===== src/rtl/mgmt_pkg.sv =====
package mgmt_pkg;
   localparam int DATA_W   = 16;
   localparam int ADDR_W   = 5;
   localparam int OP_W     = 2;
   localparam int HDR_BITS = OP_W + 2 * ADDR_W;
   localparam int SKIP_BITS = 2 + DATA_W;

   localparam logic [OP_W-1:0] OP_WRITE = 2'b01;
   localparam logic [OP_W-1:0] OP_READ  = 2'b10;

   typedef enum logic [2:0] {
      SQ_HUNT,
      SQ_START,
      SQ_HDR,
      SQ_TURN,
      SQ_DATA,
      SQ_SKIP
   } seq_state_t;
endpackage


===== src/rtl/mgmt_edge_sync.sv =====
module mgmt_edge_sync #(
   parameter int SYNC_STAGES = 2
) (
   input  logic clk,
   input  logic rst_n,
   input  logic mdc_i,
   input  logic mdio_i,
   output logic rise_o,
   output logic bit_o
);
   localparam int TOP = SYNC_STAGES - 1;

   logic [SYNC_STAGES-1:0] mdc_sr;
   logic [SYNC_STAGES-1:0] dat_sr;
   logic                   mdc_last;

   always_ff @(posedge clk or negedge rst_n) begin
      if (!rst_n) begin
         mdc_sr   <= '0;
         dat_sr   <= '1;
         mdc_last <= 1'b0;
      end else begin
         mdc_sr   <= {mdc_sr[TOP-1:0], mdc_i};
         dat_sr   <= {dat_sr[TOP-1:0], mdio_i};
         mdc_last <= mdc_sr[TOP];
      end
   end

   assign rise_o = mdc_sr[TOP] & ~mdc_last;
   assign bit_o  = dat_sr[TOP];
endmodule


===== src/rtl/mgmt_regfile.sv =====
module mgmt_regfile
   import mgmt_pkg::*;
#(
   parameter int NREG = 32
) (
   input  logic                   clk,
   input  logic                   rst_n,
   input  logic                   wr_en,
   input  logic [ADDR_W-1:0]      wr_addr,
   input  logic [DATA_W-1:0]      wr_data,
   input  logic [ADDR_W-1:0]      rd_addr,
   output logic [DATA_W-1:0]      rd_data,
   output logic [NREG*DATA_W-1:0] regs_flat
);
   for (genvar i = 0; i < NREG; i++) begin : g_reg
      logic [DATA_W-1:0] q;
      always_ff @(posedge clk or negedge rst_n) begin
         if (!rst_n) begin
            q <= '0;
         end else if (wr_en && (wr_addr == ADDR_W'(i))) begin
            q <= wr_data;
         end
      end
      assign regs_flat[i*DATA_W +: DATA_W] = q;
   end

   always_comb begin
      rd_data = '0;
      for (int i = 0; i < NREG; i++) begin
         if (rd_addr == ADDR_W'(i)) begin
            rd_data = regs_flat[i*DATA_W +: DATA_W];
         end
      end
   end
endmodule


===== src/rtl/mgmt_frame_seq.sv =====
module mgmt_frame_seq
   import mgmt_pkg::*;
#(
   parameter int PREAMBLE_BITS = 32
) (
   input  logic              clk,
   input  logic              rst_n,
   input  logic              rise,
   input  logic              bit_i,
   input  logic [ADDR_W-1:0] strap,
   input  logic [DATA_W-1:0] rd_data,
   output logic [ADDR_W-1:0] reg_idx,
   output logic [OP_W-1:0]   op_cur,
   output logic [ADDR_W-1:0] dev_cur,
   output logic              wr_en,
   output logic [DATA_W-1:0] wr_data,
   output logic              mdio_o,
   output logic              mdio_oe
);
   localparam int CNT_MAX = (PREAMBLE_BITS > SKIP_BITS) ? PREAMBLE_BITS : SKIP_BITS;
   localparam int CNT_W   = $clog2(CNT_MAX + 1);

   seq_state_t          state;
   logic [CNT_W-1:0]    cnt;
   logic [HDR_BITS-1:0] hdr;
   logic [HDR_BITS-1:0] hdr_nx;
   logic [DATA_W-1:0]   shreg;
   logic                hdr_ok;
   logic                is_read;

   assign hdr_nx  = {hdr[HDR_BITS-2:0], bit_i};
   assign hdr_ok  = (hdr_nx[HDR_BITS-1 -: OP_W] == OP_WRITE || hdr_nx[HDR_BITS-1 -: OP_W] == OP_READ)
                    && (hdr_nx[2*ADDR_W-1 -: ADDR_W] == strap);
   assign op_cur  = hdr[HDR_BITS-1 -: OP_W];
   assign dev_cur = hdr[2*ADDR_W-1 -: ADDR_W];
   assign reg_idx = hdr[ADDR_W-1:0];
   assign is_read = (op_cur == OP_READ);

   always_ff @(posedge clk or negedge rst_n) begin
      if (!rst_n) begin
         state   <= SQ_HUNT;
         cnt     <= '0;
         hdr     <= '0;
         shreg   <= '0;
         wr_en   <= 1'b0;
         wr_data <= '0;
         mdio_o  <= 1'b0;
         mdio_oe <= 1'b0;
      end else begin
         wr_en <= 1'b0;
         if (rise) begin
            case (state)
               SQ_HUNT: begin
                  if (bit_i) begin
                     if (cnt < CNT_W'(PREAMBLE_BITS)) cnt <= cnt + 1'b1;
                  end else begin
                     if (cnt == CNT_W'(PREAMBLE_BITS)) state <= SQ_START;
                     cnt <= '0;
                  end
               end
               SQ_START: begin
                  cnt   <= '0;
                  state <= bit_i ? SQ_HDR : SQ_HUNT;
               end
               SQ_HDR: begin
                  hdr <= hdr_nx;
                  if (cnt == CNT_W'(HDR_BITS - 1)) begin
                     cnt   <= '0;
                     state <= hdr_ok ? SQ_TURN : SQ_SKIP;
                  end else begin
                     cnt <= cnt + 1'b1;
                  end
               end
               SQ_TURN: begin
                  if (cnt == '0) begin
                     cnt <= CNT_W'(1);
                     if (is_read) begin
                        mdio_oe <= 1'b1;
                        mdio_o  <= 1'b0;
                     end
                  end else begin
                     cnt   <= '0;
                     state <= SQ_DATA;
                     if (is_read) begin
                        mdio_o <= rd_data[DATA_W-1];
                        shreg  <= {rd_data[DATA_W-2:0], 1'b0};
                     end
                  end
               end
               SQ_DATA: begin
                  if (is_read) begin
                     mdio_o <= shreg[DATA_W-1];
                     shreg  <= {shreg[DATA_W-2:0], 1'b0};
                  end else begin
                     shreg <= {shreg[DATA_W-2:0], bit_i};
                  end
                  if (cnt == CNT_W'(DATA_W - 1)) begin
                     cnt     <= '0;
                     state   <= SQ_HUNT;
                     mdio_oe <= 1'b0;
                     mdio_o  <= 1'b0;
                     if (!is_read) begin
                        wr_en   <= 1'b1;
                        wr_data <= {shreg[DATA_W-2:0], bit_i};
                     end
                  end else begin
                     cnt <= cnt + 1'b1;
                  end
               end
               SQ_SKIP: begin
                  if (cnt == CNT_W'(SKIP_BITS - 1)) begin
                     cnt   <= '0;
                     state <= SQ_HUNT;
                  end else begin
                     cnt <= cnt + 1'b1;
                  end
               end
               default: begin
                  state <= SQ_HUNT;
                  cnt   <= '0;
               end
            endcase
         end
      end
   end
endmodule


===== src/rtl/mgmt_phy_responder.sv =====
module mgmt_phy_responder
   import mgmt_pkg::*;
#(
   parameter int NREG          = 32,
   parameter int SYNC_STAGES   = 2,
   parameter int PREAMBLE_BITS = 32
) (
   input  logic                   clk,
   input  logic                   rst_n,
   input  logic                   mdc,
   input  logic                   mdio_i,
   input  logic [ADDR_W-1:0]      phy_addr,
   output logic                   mdio_o,
   output logic                   mdio_oe,
   output logic [NREG*DATA_W-1:0] reg_q
);
   if (NREG < 1 || NREG > (1 << ADDR_W)) begin : g_bad_nreg
      $error("NREG must lie between 1 and 32");
   end
   if (SYNC_STAGES < 2) begin : g_bad_sync
      $error("SYNC_STAGES must be at least 2");
   end
   if (PREAMBLE_BITS < 1) begin : g_bad_pre
      $error("PREAMBLE_BITS must be positive");
   end

   logic              mdc_rise;
   logic              mdio_bit;
   logic [ADDR_W-1:0] reg_idx;
   logic [OP_W-1:0]   op_cur;
   logic [ADDR_W-1:0] dev_cur;
   logic              wr_en;
   logic [DATA_W-1:0] wr_data;
   logic [DATA_W-1:0] rd_data;

   mgmt_edge_sync #(.SYNC_STAGES(SYNC_STAGES)) u_sync (
      .clk    (clk),
      .rst_n  (rst_n),
      .mdc_i  (mdc),
      .mdio_i (mdio_i),
      .rise_o (mdc_rise),
      .bit_o  (mdio_bit)
   );

   mgmt_frame_seq #(.PREAMBLE_BITS(PREAMBLE_BITS)) u_seq (
      .clk     (clk),
      .rst_n   (rst_n),
      .rise    (mdc_rise),
      .bit_i   (mdio_bit),
      .strap   (phy_addr),
      .rd_data (rd_data),
      .reg_idx (reg_idx),
      .op_cur  (op_cur),
      .dev_cur (dev_cur),
      .wr_en   (wr_en),
      .wr_data (wr_data),
      .mdio_o  (mdio_o),
      .mdio_oe (mdio_oe)
   );

   mgmt_regfile #(.NREG(NREG)) u_regs (
      .clk       (clk),
      .rst_n     (rst_n),
      .wr_en     (wr_en),
      .wr_addr   (reg_idx),
      .wr_data   (wr_data),
      .rd_addr   (reg_idx),
      .rd_data   (rd_data),
      .regs_flat (reg_q)
   );
endmodule


===== config.mk =====
export PLATFORM = sky130hd
export DESIGN_NAME = mgmt_phy_responder
export DESIGN_NICKNAME = d
export VERILOG_FILES = /design/src/rtl/mgmt_pkg.sv /design/src/rtl/mgmt_edge_sync.sv /design/src/rtl/mgmt_regfile.sv /design/src/rtl/mgmt_frame_seq.sv /design/src/rtl/mgmt_phy_responder.sv
export SDC_FILE = /design/constraint.sdc
export NUM_CORES = 1
export LEC_CHECK = 0
export BUFFER_PORTS_ARGS = -buffer_cell sky130_fd_sc_hd__buf_4
export CAP_MARGIN = 5
export CELL_PAD_IN_SITES_DETAIL_PLACEMENT = 0
export CELL_PAD_IN_SITES_GLOBAL_PLACEMENT = 2
export CORE_MARGIN = 3
export CORE_UTILIZATION = 40
export DETAILED_ROUTE_END_ITERATION = 10
export PLACE_DENSITY = 0.82
export SYNTH_ARGS = -nofsm -noshare
export SYNTH_HDL_FRONTEND = slang
export SYNTH_SLANG_ARGS = --single-unit
export TNS_END_PERCENT = 30

===== constraint.sdc =====
create_clock -name clk -period 3.69 [get_ports clk]
set_input_delay 0.738 -clock clk [delete_from_list [all_inputs] [get_ports clk]]
set_output_delay 0.738 -clock clk [all_outputs]
set_load 0.005 [all_outputs]

==> summary.md <==
| Metric | Value |
|---|---|
| Outcome | `complete, no violations` |
| H-Tree Level Count | `2` |
| Final setup margin | `222.8 ps` |
| Vias/cell | `6.472` |
| CTS sink count | `573` |
| Pwr per Cell Area | `556.4 mW/mm2` |
| Fmax achieved | `288.4 MHz` |
| Final Critical Period | `3467 ps` |
| Root Driver | `clkbuf_16` |
| Drt first-iter violations | `3,063` |
| Worst-skew pair later-pin latency | `640 ps` |
| Die Width | `270.1 um` |
| TritonCTS clock tree | `yes` |
| Final setup TNS | `0 ps` |
| Initial Utilization | `0.4053` |
| Worst vdd ir | `0.3795 mV` |
| Post-synth top area share | `0.5122` |
| Seq pwr share | `0.348` |
| DIE HEIGHT | `270.1 um` |
| Final Hold Vio Count | `0` |
| Post-route DRC | `0` |
| Num CTS Buffers | `60` |
| Fraction of registers with async set/reset | `1.000` |
| Post-CTS Setup Bufs | `0` |
| WHS | `118.4 ps` |
| Clock Tree Buf Depth | `3` |
| Boundary pin count | `523` |
| CP Capture Type | `register` |
| Net switching power | `0.007695 W` |
| Synthesized cell area | `0.02790 mm2` |
| WL/cell | `36.97 um` |
| Most Crowded Layer GR | `met2` |
| Final setup fails | `0` |
| Worst slew pin tran | `1321 ps` |
| Synthesized flop and latch total | `573` |
| Total Wirelength | `145.3 mm` |
| Clock slew at reported path FFs | `60 ps` |
| Post-synth cell types | `92` |
| Synth area leaders | `dfrtp_1, mux2_2, o21ai_0` |
| Area grow syn2layout | `27.39%` |
| CTS Hold Bufs | `0` |
| Pint | `0.01208 W` |
| Area leader, netlist | `dfrtp_1` |
| GP Congestion | `0.9916` |
| Combinational power share | `0.329` |
| Avg Inst Size Synth | `11.65 um2` |
| Max-slew headroom | `0.1196` |
| Post-synth EDFFs | `0` |
| Post-CTS sizing | `0` |
| Setup Skew | `15.82 ps` |
| Overall Power | `0.01977 W` |
| Worst Path Required | `4250 ps` |
| Total GRT Usage | `0.3896` |
| Pre-CTS setup slack | `372.3 ps` |
| Largest net degree at the start of global routing | `89` |
| Hpwl dp | `109.3 mm` |
| Area of the core | `0.06883 mm2` |
| M2 GR Usage | `0.5916` |
| Crit path DAT | `4030 ps` |
| Yosys warns | `0` |
| Placed Area | `0.03346 mm2` |
| Worst hold path class | `in2async` |
| Max_cap viols | `0` |
| WS Path Type | `reg2reg` |
| DR pass1 iterations | `6` |
| Synthesized instance count | `2,394` |
| Sw Ratio | `0.3892` |
| Layout cells sized above 1 | `0.4633` |
| Met1 usage | `0.5583` |
| Initial antenna violation count | `5` |
| First-pass GRT wire length | `203.9 mm` |
| Cell leakage power | `17.74 nW` |
| Max-slew violations | `0` |
| Sequential area share after synthesis | `0.5141` |
| Vias post-DR | `25,428` |
| Input/output buffers | `522` |
| Post-route cell area | `0.03554 mm2` |
| RSZ-0062 raised after global routing | `no` |
| Final period util | `0.9396` |
| Synth Flop Type | `dfrtp_1` |
| Final nets | `2,959` |
| Vias in the first global route | `25,413` |
| Die area | `0.07294 mm2` |
| GRT met3 Usage | `0.07338` |
| Total gr overflow | `0` |
| Syn Nets | `2,406` |
| Detail Route Antenna Nets | `0` |
| Startpoint Class | `register` |
| Proportion of power drawn by the clock network | `0.323` |
| CP max FO | `22` |
| Rows | `96` |
==> final timing paths <==
path	start	endpoint	slack [ps]	depth (start not counted)
max in group asynchronous	rst_n	u_regs.g_reg[0].q[5]	2510	2
min in group clk	mdio_i	u_sync.dat_sr[0]	210	1
worst max-delay path	u_seq.hdr[3]	u_seq.shreg[9]	220	8
worst max register to register	u_seq.hdr[3]	u_seq.shreg[9]	220	8
worst min-delay path	rst_n	u_regs.g_reg[14].q[11]	120	1
worst min register to register	u_sync.mdc_sr[0]	u_sync.mdc_sr[1]	350	0
==> cell type report <==
cell class / instances / area (um2)
clock inverters: 27 / 322.8
multi-input cells: 1616 / 12650
diodes: 2 / 5.005
inverters: 14 / 52.55
flip-flops and latches: 573 / 14360
well taps: 931 / 1165
repair buffers: 682 / 5240
fillers: 6223 / 33290
clock buffers: 84 / 1744
==> stage by stage <==
step / util / instances
6_report: 0.5163 / 3929
5_1_grt: 0.5162 / 3927
4_1_cts: 0.5162 / 3927
3_5_place_dp: 0.4862 / 3816
3_3_place_gp: 0.4862 / 3816
2_1_floorplan: - / 2394
==> synth_stat cells (all sizes together) (10+ instances only) <==
cell and number:
dfrtp 571, mux2 549, o21ai 148, nand2 140, nor2 116, a21oi 115, clkbuf 102, buf 89
o22ai 58, nand3 46, nor3 29, nor2b 28, a22oi 26, a221oi 25, a211oi 24, o221ai 24
o211ai 20, nand2b 19, mux2i 15, inv 14, or3 14, o2111ai 13, o31ai 12, a221o 11
a31oi 11, a21o 10, nor3b 10
==> per-layer routing <==
layer	vias up	part of all wire
met2	1666	0.44
met3	332	0.094
met1	13384	0.42
met4	0	0.040
met5	-	0
li1	10046	-
==> worst max-delay path, cell delays in order, from the launching register on <==
cell and delay [ps]:
dfrtp_1 620, buf_4 300, nor4b_4 870, o21ai_0 230
a32oi_1 270, o221ai_1 210, a21oi_1 500, o2111ai_1 210
a21oi_1 170
==> flip-flops by register name (all words and copies together), names as in the netlist, 2 cells and up <==
name,cells
u_seq.state,3
u_seq.wr_data,16
u_seq.hdr,12
u_regs.g.q,512
u_seq.shreg,16
u_sync.mdc_sr,2
u_seq.cnt,6
u_sync.dat_sr,2
==> layout by cell type, fill, tap and decap left out, drive strengths merged, types with 7 or more instances in the layout <==
master     n
o221ai    24
o32ai      7
nand3b     8
a221oi    25
clkinv    16
a21o      10
buf      682
clkbuf    84
nor2     116
mux2i     15
nor2b     28
a221o     11
o21ai    148
o31ai     12
nand2    140
nand2b    19
inv       16
nand4      8
nor3b     10
a22oi     26
a211oi    24
or3b       8
a2111oi    7
a31oi     11
or3       14
nor3      29
nand3     46
o21a       8
dfrtp    571
or2        7
a21oi    115
o2111ai   13
and3       7
o22ai     58
mux2     549
o211ai    20
==> kinds of logic after synthesis <==
family	share of synthesized area
compound gates	0.1368
flops	0.5141
mux	0.2286
simple gates	0.08459
buf+inv	0.03270
xor+xnor	0.001884
fa+ha+maj	0.001346
==> power by group through the flow <==
stage | clock network, W | logic (W) | registers (W)
after floorplan | 0 | 0.00353 | 0.00665
after global placement | 0 | 0.00622 | 0.00695
after global routing | 0.00668 | 0.00665 | 0.00690
after detailed placement | 0 | 0.00620 | 0.00697
final | 0.00638 | 0.00650 | 0.00689
after CTS | 0.00643 | 0.00622 | 0.00686
Note: power is estimated with default switching activity, not from simulation.
